[src/rtl/arx_pkg.sv]
// Shared constants and the buffer entry type for the serial receiver.
// Assumes OS_FAST and OS_SLOW are even and OS_FAST >= OS_SLOW >= 4.
package arx_pkg;
    localparam int DATA_W    = 8;
    localparam int DIV_W     = 8;
    localparam int OS_FAST   = 16;
    localparam int OS_SLOW   = 4;
    localparam int BUF_DEPTH = 2;

    typedef struct packed {
        logic              ferr;
        logic [DATA_W:0]   word;
    } arx_entry_t;
endpackage

[src/rtl/arx_baud.sv]
// Oversample tick generator: one-clock tick every div_i+1 clocks while run_i.
// Assumes div_i is held steady while a frame is in progress.
module arx_baud #(
    parameter int DIV_W = 8
) (
    input  logic             clk,
    input  logic             rst_n,
    input  logic             run_i,
    input  logic [DIV_W-1:0] div_i,
    output logic             tick_o
);
    logic [DIV_W-1:0] cnt;

    assign tick_o = run_i && (cnt == '0);

    // Count down from the divisor and reload on each tick.
    always_ff @(posedge clk) begin
        if (!rst_n || !run_i) cnt <= '0;
        else if (cnt == '0)   cnt <= div_i;
        else                  cnt <= cnt - 1'b1;
    end
endmodule

[src/rtl/arx_shift.sv]
// Frame sampler and shift stage. Finds the start edge, votes 2-of-3 around
// each bit centre, and pulses done_o once the stop bit is decided.
// Assumes rx_i is already synchronised to clk and tick_i comes from arx_baud.
module arx_shift
    import arx_pkg::*;
#(
    parameter int DW = DATA_W
) (
    input  logic          clk,
    input  logic          rst_n,
    input  logic          active_i,
    input  logic          tick_i,
    input  logic          fast_i,
    input  logic          nine_i,
    input  logic          rx_i,
    output logic          done_o,
    output logic          err_o,
    output logic [DW:0]   word_o
);
    localparam int POS_W = $clog2(OS_FAST);
    localparam int BI_W  = $clog2(DW + 1);

    typedef enum logic [2:0] {S_IDLE, S_START, S_DATA, S_STOP, S_WAITHI} st_t;
    st_t st;

    logic [POS_W-1:0] pos, mid, mid_m, mid_p, last;
    logic [BI_W-1:0]  bi, blast;
    logic             s0, s1, vote;
    logic [DW:0]      sh;

    assign mid   = fast_i ? POS_W'(OS_FAST / 2) : POS_W'(OS_SLOW / 2);
    assign mid_m = mid - 1'b1;
    assign mid_p = mid + 1'b1;
    assign last  = fast_i ? POS_W'(OS_FAST - 1) : POS_W'(OS_SLOW - 1);
    assign blast = nine_i ? BI_W'(DW) : BI_W'(DW - 1);
    assign vote  = (s0 & s1) | (s0 & rx_i) | (s1 & rx_i);
    assign word_o = sh;

    // Frame state machine: bit position, sample capture and word assembly.
    always_ff @(posedge clk) begin
        if (!rst_n || !active_i) begin
            st <= S_IDLE; pos <= '0; bi <= '0;
            s0 <= 1'b1; s1 <= 1'b1; sh <= '0;
            done_o <= 1'b0; err_o <= 1'b0;
        end else begin
            done_o <= 1'b0;
            if (tick_i) begin
                unique case (st)
                    S_IDLE: if (!rx_i) begin
                        st <= S_START; pos <= '0; bi <= '0; sh <= '0;
                    end
                    S_WAITHI: if (rx_i) st <= S_IDLE;
                    default: begin
                        if (pos == last) begin
                            pos <= '0;
                            if (st == S_START) st <= S_DATA;
                            else if (st == S_DATA && bi == blast) st <= S_STOP;
                            else if (st == S_DATA) bi <= bi + 1'b1;
                        end else begin
                            pos <= pos + 1'b1;
                        end
                        if (pos == mid_m) s0 <= rx_i;
                        if (pos == mid)   s1 <= rx_i;
                        if (pos == mid_p) begin
                            if (st == S_START && vote) st <= S_IDLE;
                            else if (st == S_DATA) sh[bi] <= vote;
                            else if (st == S_STOP) begin
                                done_o <= 1'b1;
                                err_o  <= !vote;
                                st     <= vote ? S_IDLE : S_WAITHI;
                            end
                        end
                    end
                endcase
            end
        end
    end


    done_pulse_chk: assert property (@(posedge clk) disable iff (!rst_n)
        done_o |=> !done_o);

    ferr_wait_chk: assert property (@(posedge clk) disable iff (!rst_n)
        (done_o && err_o && active_i) |-> (st == S_WAITHI));
endmodule

[src/rtl/arx_buf.sv]
// First-in first-out receive buffer. The head entry is shown combinationally.
// A push while full is accepted only together with a pop.
module arx_buf #(
    parameter int W     = 10,
    parameter int DEPTH = 2
) (
    input  logic         clk,
    input  logic         rst_n,
    input  logic         push_i,
    input  logic         pop_i,
    input  logic [W-1:0] din_i,
    output logic [W-1:0] dout_o,
    output logic         empty_o,
    output logic         full_o
);
    localparam int AW = (DEPTH > 1) ? $clog2(DEPTH) : 1;
    localparam int CW = $clog2(DEPTH + 1);

    logic [W-1:0]  mem [DEPTH];
    logic [AW-1:0] wp, rp;
    logic [CW-1:0] cnt;
    logic          do_pop, do_push;

    assign empty_o = (cnt == '0);
    assign full_o  = (cnt == CW'(DEPTH));
    assign do_pop  = pop_i && !empty_o;
    assign do_push = push_i && (!full_o || do_pop);
    assign dout_o  = mem[rp];

    // One storage entry per slot, written when the write pointer selects it.
    for (genvar g = 0; g < DEPTH; g++) begin : g_slot
        always_ff @(posedge clk) begin
            if (!rst_n) mem[g] <= '0;
            else if (do_push && wp == AW'(g)) mem[g] <= din_i;
        end
    end

    // Pointer and occupancy update.
    always_ff @(posedge clk) begin
        if (!rst_n) begin
            wp <= '0; rp <= '0; cnt <= '0;
        end else begin
            if (do_push) wp <= (wp == AW'(DEPTH - 1)) ? '0 : wp + 1'b1;
            if (do_pop)  rp <= (rp == AW'(DEPTH - 1)) ? '0 : rp + 1'b1;
            if (do_push && !do_pop)      cnt <= cnt + 1'b1;
            else if (do_pop && !do_push) cnt <= cnt - 1'b1;
        end
    end


    pop_dec_chk: assert property (@(posedge clk) disable iff (!rst_n)
        (pop_i && !push_i && !empty_o) |=> (cnt == $past(cnt) - 1'b1));

    push_inc_chk: assert property (@(posedge clk) disable iff (!rst_n)
        (push_i && !pop_i && !full_o) |=> !empty_o);
endmodule

[src/rtl/async_rx.sv]
// Asynchronous serial receiver top. It synchronises the line, runs the tick
// generator and the shift stage, stores words in a two-entry buffer, and
// holds the sticky overrun flag that blocks reception until rcv_en_i drops.
module async_rx
    import arx_pkg::*;
(
    input  logic             clk,
    input  logic             rst_n,
    input  logic             rx_i,
    input  logic [DIV_W-1:0] div_i,
    input  logic             fast_i,
    input  logic             port_en_i,
    input  logic             rcv_en_i,
    input  logic             nine_en_i,
    input  logic             irq_en_i,
    input  logic             rd_i,
    output logic [DATA_W-1:0] data_o,
    output logic             ninth_o,
    output logic             ferr_o,
    output logic             oerr_o,
    output logic             avail_o,
    output logic             irq_o
);
    localparam int EW = $bits(arx_entry_t);

    logic [1:0]      rx_sync;
    logic            active, tick, done, err, empty, full, pop;
    logic [DATA_W:0] word;
    arx_entry_t      head, wr_ent;

    assign active  = port_en_i && rcv_en_i && !oerr_o;
    assign pop     = rd_i && !empty;
    assign wr_ent  = '{ferr: err, word: word};
    assign data_o  = head.word[DATA_W-1:0];
    assign ninth_o = head.word[DATA_W];
    assign ferr_o  = head.ferr;
    assign avail_o = !empty;
    assign irq_o   = avail_o && irq_en_i;

    // Two-stage synchroniser for the serial line, idle high.
    always_ff @(posedge clk) begin
        if (!rst_n) rx_sync <= 2'b11;
        else        rx_sync <= {rx_sync[0], rx_i};
    end

    // Sticky overrun: set by a word that finds no room, cleared by rcv_en_i low.
    always_ff @(posedge clk) begin
        if (!rst_n || !rcv_en_i)        oerr_o <= 1'b0;
        else if (done && full && !pop) oerr_o <= 1'b1;
    end

    arx_baud #(.DIV_W(DIV_W)) u_baud (
        .clk(clk), .rst_n(rst_n), .run_i(active), .div_i(div_i), .tick_o(tick)
    );

    arx_shift #(.DW(DATA_W)) u_shift (
        .clk(clk), .rst_n(rst_n), .active_i(active), .tick_i(tick),
        .fast_i(fast_i), .nine_i(nine_en_i), .rx_i(rx_sync[1]),
        .done_o(done), .err_o(err), .word_o(word)
    );

    arx_buf #(.W(EW), .DEPTH(BUF_DEPTH)) u_buf (
        .clk(clk), .rst_n(rst_n), .push_i(done), .pop_i(rd_i),
        .din_i(wr_ent), .dout_o(head), .empty_o(empty), .full_o(full)
    );


    oerr_full_chk: assert property (@(posedge clk) disable iff (!rst_n)
        $rose(oerr_o) |-> $past(full));

    oerr_hold_chk: assert property (@(posedge clk) disable iff (!rst_n)
        (oerr_o && rcv_en_i) |=> oerr_o);

    oerr_clr_chk: assert property (@(posedge clk) disable iff (!rst_n)
        !rcv_en_i |=> !oerr_o);

    oerr_block_chk: assert property (@(posedge clk) disable iff (!rst_n)
        (oerr_o && !rd_i) |=> (avail_o == $past(avail_o)));
endmodule

[config.mk]
export PLATFORM = sky130hd
export DESIGN_NAME = async_rx
export DESIGN_NICKNAME = d
export VERILOG_FILES = /design/src/rtl/arx_pkg.sv /design/src/rtl/arx_baud.sv /design/src/rtl/arx_shift.sv /design/src/rtl/arx_buf.sv /design/src/rtl/async_rx.sv
export SDC_FILE = /design/constraint.sdc
export NUM_CORES = 1
export LEC_CHECK = 0
export ABC_AREA = 1
export BUFFER_PORTS_ARGS = -buffer_cell sky130_fd_sc_hd__buf_2
export CAP_MARGIN = 20
export CORE_ASPECT_RATIO = 2
export CORE_MARGIN = 4
export CORE_UTILIZATION = 45
export CTS_CLUSTER_DIAMETER = 40
export DETAILED_ROUTE_END_ITERATION = 8
export MAX_ROUTING_LAYER = met4
export PLACE_DENSITY_LB_ADDON = 0.25
export SLEW_MARGIN = 20
export SYNTH_ARGS = -nofsm -noshare
export SYNTH_HDL_FRONTEND = slang
export SYNTH_SLANG_ARGS = --single-unit
[constraint.sdc]
create_clock -name clk -period 2.4 [get_ports clk]
set_input_delay 0.12 -clock clk [delete_from_list [all_inputs] [get_ports clk]]
set_output_delay 0.12 -clock clk [all_outputs]
set_load 0.005 [all_outputs]
Yosys cells after proc, flatten, opt, wreduce, memory -nomap -nowiden --
Memories as Yosys holds them, arrays and structs flattened. A register that Yosys moved wholly into a read port is not among the register bits. Cells that the tools add are included. Widths: inputs -> output; s select.
Storage, ports and cells: flip-flop bits (word level) 39, memory bits (writable) 20, input bits 17, output and inout port bits 13, memories kept 1
Memories:
- u_buf.mem | words 2, width 10, read ports 1, clocked after memory_dff 1, write ports 2, line arx_buf.sv:19 | logic [W-1:0] mem [DEPTH];
Operators by class: $add $sub $neg 9, $lt $le $gt $ge 2, equal/unequal tests 15, muxes and demuxes 47, bitwise gates (word level) 14, reduce and logical (&&, ||, !) cells 43
Operators with widths (number):
- $mux 4 | 9
- $mux 9 | 4
- $mux 3 | 10
- $eq 4x4->1 | 5
- $mux 10 | 2
- $pmux 9 s2 | 1
- $pmux 4 s2 | 2
- $logic_and 1x1->1 | 15
- $mux 1 | 13
- $add 4x1->4 const B | 3
- $reduce_and 3->1 | 4
- $reduce_and 6->1 | 2
- $ne 2x2->1 const B | 5
- $bwmux 9 | 1
- $logic_not 1->1 | 9
- $logic_not 8->1 | 1
- $mux 8 | 1
- $reduce_bool 2->1 | 4
- $sub 8x1->8 const B | 1
- $not 1->1 | 7
- $reduce_and 7->1 | 1
- $reduce_or 7->1 | 1
- $eq 3x2->1 const B | 2
- $pmux 3 s2 | 1
- 17 further kinds | 26

Depth between registers and ports, before layout --
depth in word-level cells 11, depth in mapped cells 11, mapped depth without buffers 11

Modules after synthesis --
A second synthesis with hierarchy kept.
Unflattened totals: cell total of the unflattened synthesis 441, area, all modules 3238.1 um^2
Modules (own cells, without submodules):
- arx_shift | instances 1, cells an instance 245, area an instance 1468.9 um^2, sequential area each 480.5 um^2
- arx_buf | instances 1, cells an instance 103, area an instance 1138.6 um^2, sequential area each 700.7 um^2
- arx_baud | instances 1, cells an instance 74, area an instance 500.5 um^2, sequential area each 160.2 um^2
- async_rx | instances 1, cells an instance 19, area an instance 130.1 um^2, sequential area each 60.1 um^2

Worst setup path after synthesis --
No wires, ideal clock.
path kind reg-to-reg, from reg u_buf.cnt[0], to mem u_buf.mem[1][0] (enable), arrival time 1573 ps, slack 434 ps, stages on the path, launching flop included 7, path through dfxtp_1 inv_1 nand2_1 nand2_1 nand3_1 nand2_1 o21ai_0
RTL lines:
- start: declaration | line arx_buf.sv:21 | logic [CW-1:0] cnt;
- start signal: assignment | line arx_buf.sv:45 | if (do_push && !do_pop) cnt <= cnt + 1'b1;
- start signal: assignment | line arx_buf.sv:46 | else if (do_pop && !do_push) cnt <= cnt - 1'b1;
- end: declaration | line arx_buf.sv:19

Worst setup path after layout --
from reg u_buf.cnt[0], to reg u_buf.cnt[1]
Between the ends: cells in the longest elaborated chain, start to end 8, elaborated cells between the ends (all ways) 16
RTL lines:
- $logic_not 2->1 | line arx_buf.sv:24 | assign empty_o = (cnt == '0);
- $logic_not 1->1 | line arx_buf.sv:26 | assign do_pop = pop_i && !empty_o;
- $logic_and 1x1->1 | line arx_buf.sv:26
- $logic_or 1x1->1 (*) | line arx_buf.sv:27 | assign do_push = push_i && (!full_o || do_pop);
- $logic_and 1x1->1 (*) | line arx_buf.sv:27
- named net u_buf.do_push | line arx_buf.sv:22 | logic do_pop, do_push;
- $logic_not 1->1 | line arx_buf.sv:46
- $logic_and 1x1->1 | line arx_buf.sv:46
- $reduce_bool 2->1 (no line)
The timed path passes the listed nets; every way through them passes the cells marked *. The select of a mux whose other input is x is not followed. A chain may end at the register's enable or synchronous reset.

==> results.json <==
{
  "synth_area_sq_um": 3364,
  "reg2reg_to": "u_buf.cnt[1]$_SDFFE_PN0P_",
  "period_minus_slack_ns": 1.925,
  "crit_required_ns": 2.61,
  "syn_area_per_cell_sq_um": 7.612,
  "crit_path_start_kind": "flip-flop",
  "layout-drive-gt1-share_pct": 19.25,
  "gp_congestion": 0.8603,
  "peakVddDrop_uv": 516.7,
  "netlist-cell-type-count": 42,
  "yosysMostFrequentCell": "nand2_1",
  "worstHoldPathType": "in2reg",
  "multi_input_area_sq_um": 1644,
  "yosys-top-cells-count": "nand2_1 (98), inv_1 (68), nor2_1 (53)",
  "final-hold-violation-count": 0,
  "netlist.area_leader.share_pct": 23.80,
  "first_iter_violations": 133,
  "die_w_um": 69.14,
  "rows": 44,
  "worstPathMaxFanout": 7,
  "htreeDepth": 3,
  "leakagePower_uw": 0.001675,
  "ys.warnings.count": 0,
  "setup_slack_ns": 0.4746,
  "cts_root_buffer": "clkbuf_16",
  "syn-num-nets": 466,
  "portBuffers": 29,
  "synth_flop_cell": "dfxtp_1",
  "worst_pin_slew_ns": 0.4273,
  "grt_usage_pct": 17.35,
  "synth_edf_count": 20,
  "die_y_um": 130.3,
  "tns_ns": 0,
  "fillers": 727,
  "antenna_found_initial": 0,
  "slew_headroom_pct": 71.48,
  "area_growth_pct": 16.81,
  "synth_cells": 442,
  "clk_pin_slew_worst_paths_ns": 0.05,
  "setup_violations": 0,
  "worstReg2RegStart": "u_buf.cnt[0]$_SDFFE_PN0P_",
  "critPathKind": "reg2reg",
  "firstDrtPassIters": 5,
  "start_util_pct": 46.30,
  "tritoncts": "yes",
  "cp-endpoint": "u_buf.cnt[1]$_SDFFE_PN0P_",
  "post_cts_buffers": 0,
  "max_cap_viol_count": 0,
  "grt_pass1_wl_um": 11870,
  "final_area_sq_um": 3930,
  "wl_per_cell_um": 11.92,
  "finalWirelength_um": 6853,
  "r2r_slack_ns": 0.47,
  "synth_seq_cells": 60,
  "synth.area.top_cells": "dfxtp_1 (24%), edfxtp_1 (18%), nand2_1 (11%), inv_1 (7.6%), nor2_1 (5.9%)",
  "grt_pass1_vias": 2724,
  "io_pins": 30,
  "vias_per_cell": 4.939,
  "place_ws_ns": 0.5357,
  "clockBufferDepth": 2,
  "synth_area_leader_cell": "dfxtp_1",
  "maxSlewViolCount": 0,
  "cp_data_arrival_time_ns": 2.14,
  "rr_worst_depth": 11,
  "async_reset_ff_share_pct": 0,
  "skew_ns": 0.003867,
  "ys_seq_area_share_pct": 41.65,
  "critPathCaptureType": "flip-flop",
  "nNetsFinal": 502,
  "powerDensity_nw_per_um2": 686.9,
  "outcome": "finished clean",
  "clock_latency_ns": 0.33,
  "cts_num_sinks": 60,
  "route.detailed.drc": 0,
  "cts_buffers": 9,
  "overflow": 0,
  "cp-startpoint": "u_buf.cnt[0]$_SDFFE_PN0P_",
  "dp_hpwl_um": 5253,
  "place_area_sq_um": 3603,
  "period_share_pct": 80.23,
  "core_area_sq_um": 7267,
  "num_vias": 2840,
  "rsz0062_at_grt": "false",
  "drtAntennaViolNets": 0,
  "fmax_mhz": 519.4,
  "seqCellArea_sq_um": 1401,
  "die_area_sq_um": 9008,
  "n_antenna_cell": 0,
  "grt_max_degree": 24
}
-- per-stage QoR --
| stage | power [uW] | std cells | hold slack [ns] | utilization, % |
|---|---|---|---|---|
| 2_1_floorplan | 1290 | 442 | 0.2266 | - |
| 3_3_place_gp | 1357 | 558 | 0.3300 | 49.59 |
| 3_5_place_dp | 1363 | 558 | 0.3282 | 49.59 |
| 4_1_cts | 2736 | 575 | 0.01045 | 54.08 |
| 5_1_grt | 2816 | 575 | 0.02290 | 54.08 |
| 6_report | 2700 | 575 | 0.02515 | 54.08 |
-- where the power goes --
part	switching, uW	internal (uW)	leakage (uW)
Combinational	141	95.8	0.00102
Clock	459	902	0.000145
Sequential	21.0	1080	0.000514
-- logic make-up (layout without fill, tap and decap cells) --
kind of cell / after synthesis / in the layout / synth area share [%]
simple gates: 230 / 230 / 33.43
buf+inv: 81 / 122 / 9.482
flops: 60 / 60 / 41.65
compound gates: 50 / 50 / 8.442
mux: 10 / 10 / 3.347
fa+ha+maj: 7 / 7 / 2.603
xor+xnor: 4 / 4 / 1.041
-- layer usage --
layer  up-vias  track usage, %  part of all wire, %
met4         0           8.861                  3.1
li1       1499               -                    -
met5         -               -                    0
met1      1291           14.10                   35
met3        14           4.857                  2.6
met2        36           34.40                   59
-- how the worst min path moves through the flow --
stage,from,end,cells after the start
final,rcv_en_i,oerr_o$_SDFFE_PP0P_,3
after CTS,rcv_en_i,oerr_o$_SDFFE_PP0P_,3
after detailed placement,rx_i,rx_sync[0]$_SDFF_PN1_,2
after floorplan,rx_i,rx_sync[0]$_SDFF_PN1_,1
after global placement,rx_i,rx_sync[0]$_SDFF_PN1_,2
after global routing,rcv_en_i,oerr_o$_SDFFE_PP0P_,3
-- worst max-delay path, stage by stage (launching register included) --
cell     delay, ns
dfxtp_1       0.31
inv_1         0.15
nand2_1       0.11
nand2_1       0.15
nand3_1       0.09
nand2_1       0.13
inv_1         0.10
ha_1          0.32
a21oi_1       0.12
o21ai_0       0.12
o21ai_0       0.16
a21oi_1       0.05
-- final cells by class --
type,count,share of cell area (%)
Tap cell,92,2.929
Multi-Input combinational cell,301,41.83
Clock inverter,7,2.324
Inverter,73,7.004
Timing Repair Buffer,33,4.521
Sequential cell,60,35.66
Clock buffer,9,5.731
-- registers in the layout (all words and copies together), names as in the netlist, named ones only --
signal / flops
u_buf.cnt: 2
u_buf.rp: 1
u_shift.pos: 4
u_baud.cnt: 8
u_buf.wp: 1
u_shift.st: 3
u_shift.s0: 1
u_shift.err_o: 1
u_shift.done_o: 1
u_buf.mem: 20
u_shift.word_o: 9
u_shift.s1: 1
oerr_o: 1
rx_sync: 2
u_shift.bi: 4
-- placed cells by master (no fill, tap or decap), drive strengths merged --
cell type,netlist,layout
nand2,104,104
inv,72,72
nor2,66,66
dfxtp,40,40
nand3,38,38
buf,4,32
o21ai,22,22
a21oi,21,21
edfxtp,20,20
nand4,13,13
mux2,10,10
clkbuf,4,9
ha,7,7
xor2,4,4
nor3,4,4
or2,3,3
clkinvlp,0,3
clkinv,1,3
bufinv,0,2
o21a,1,1
nand3b,1,1
and3,1,1
o2111ai,1,1
o31ai,1,1
a31oi,1,1
a211oi,1,1
a41oi,1,1
o211ai,1,1
dlygate4sd3,0,1
-- timing repair --
item | CTS | global route
hold buffers | 1 | 0
gates resized for setup | 0 | 0
endpoints found under the hold margin | 1 | 0
(Power assumes the default switching activity.)
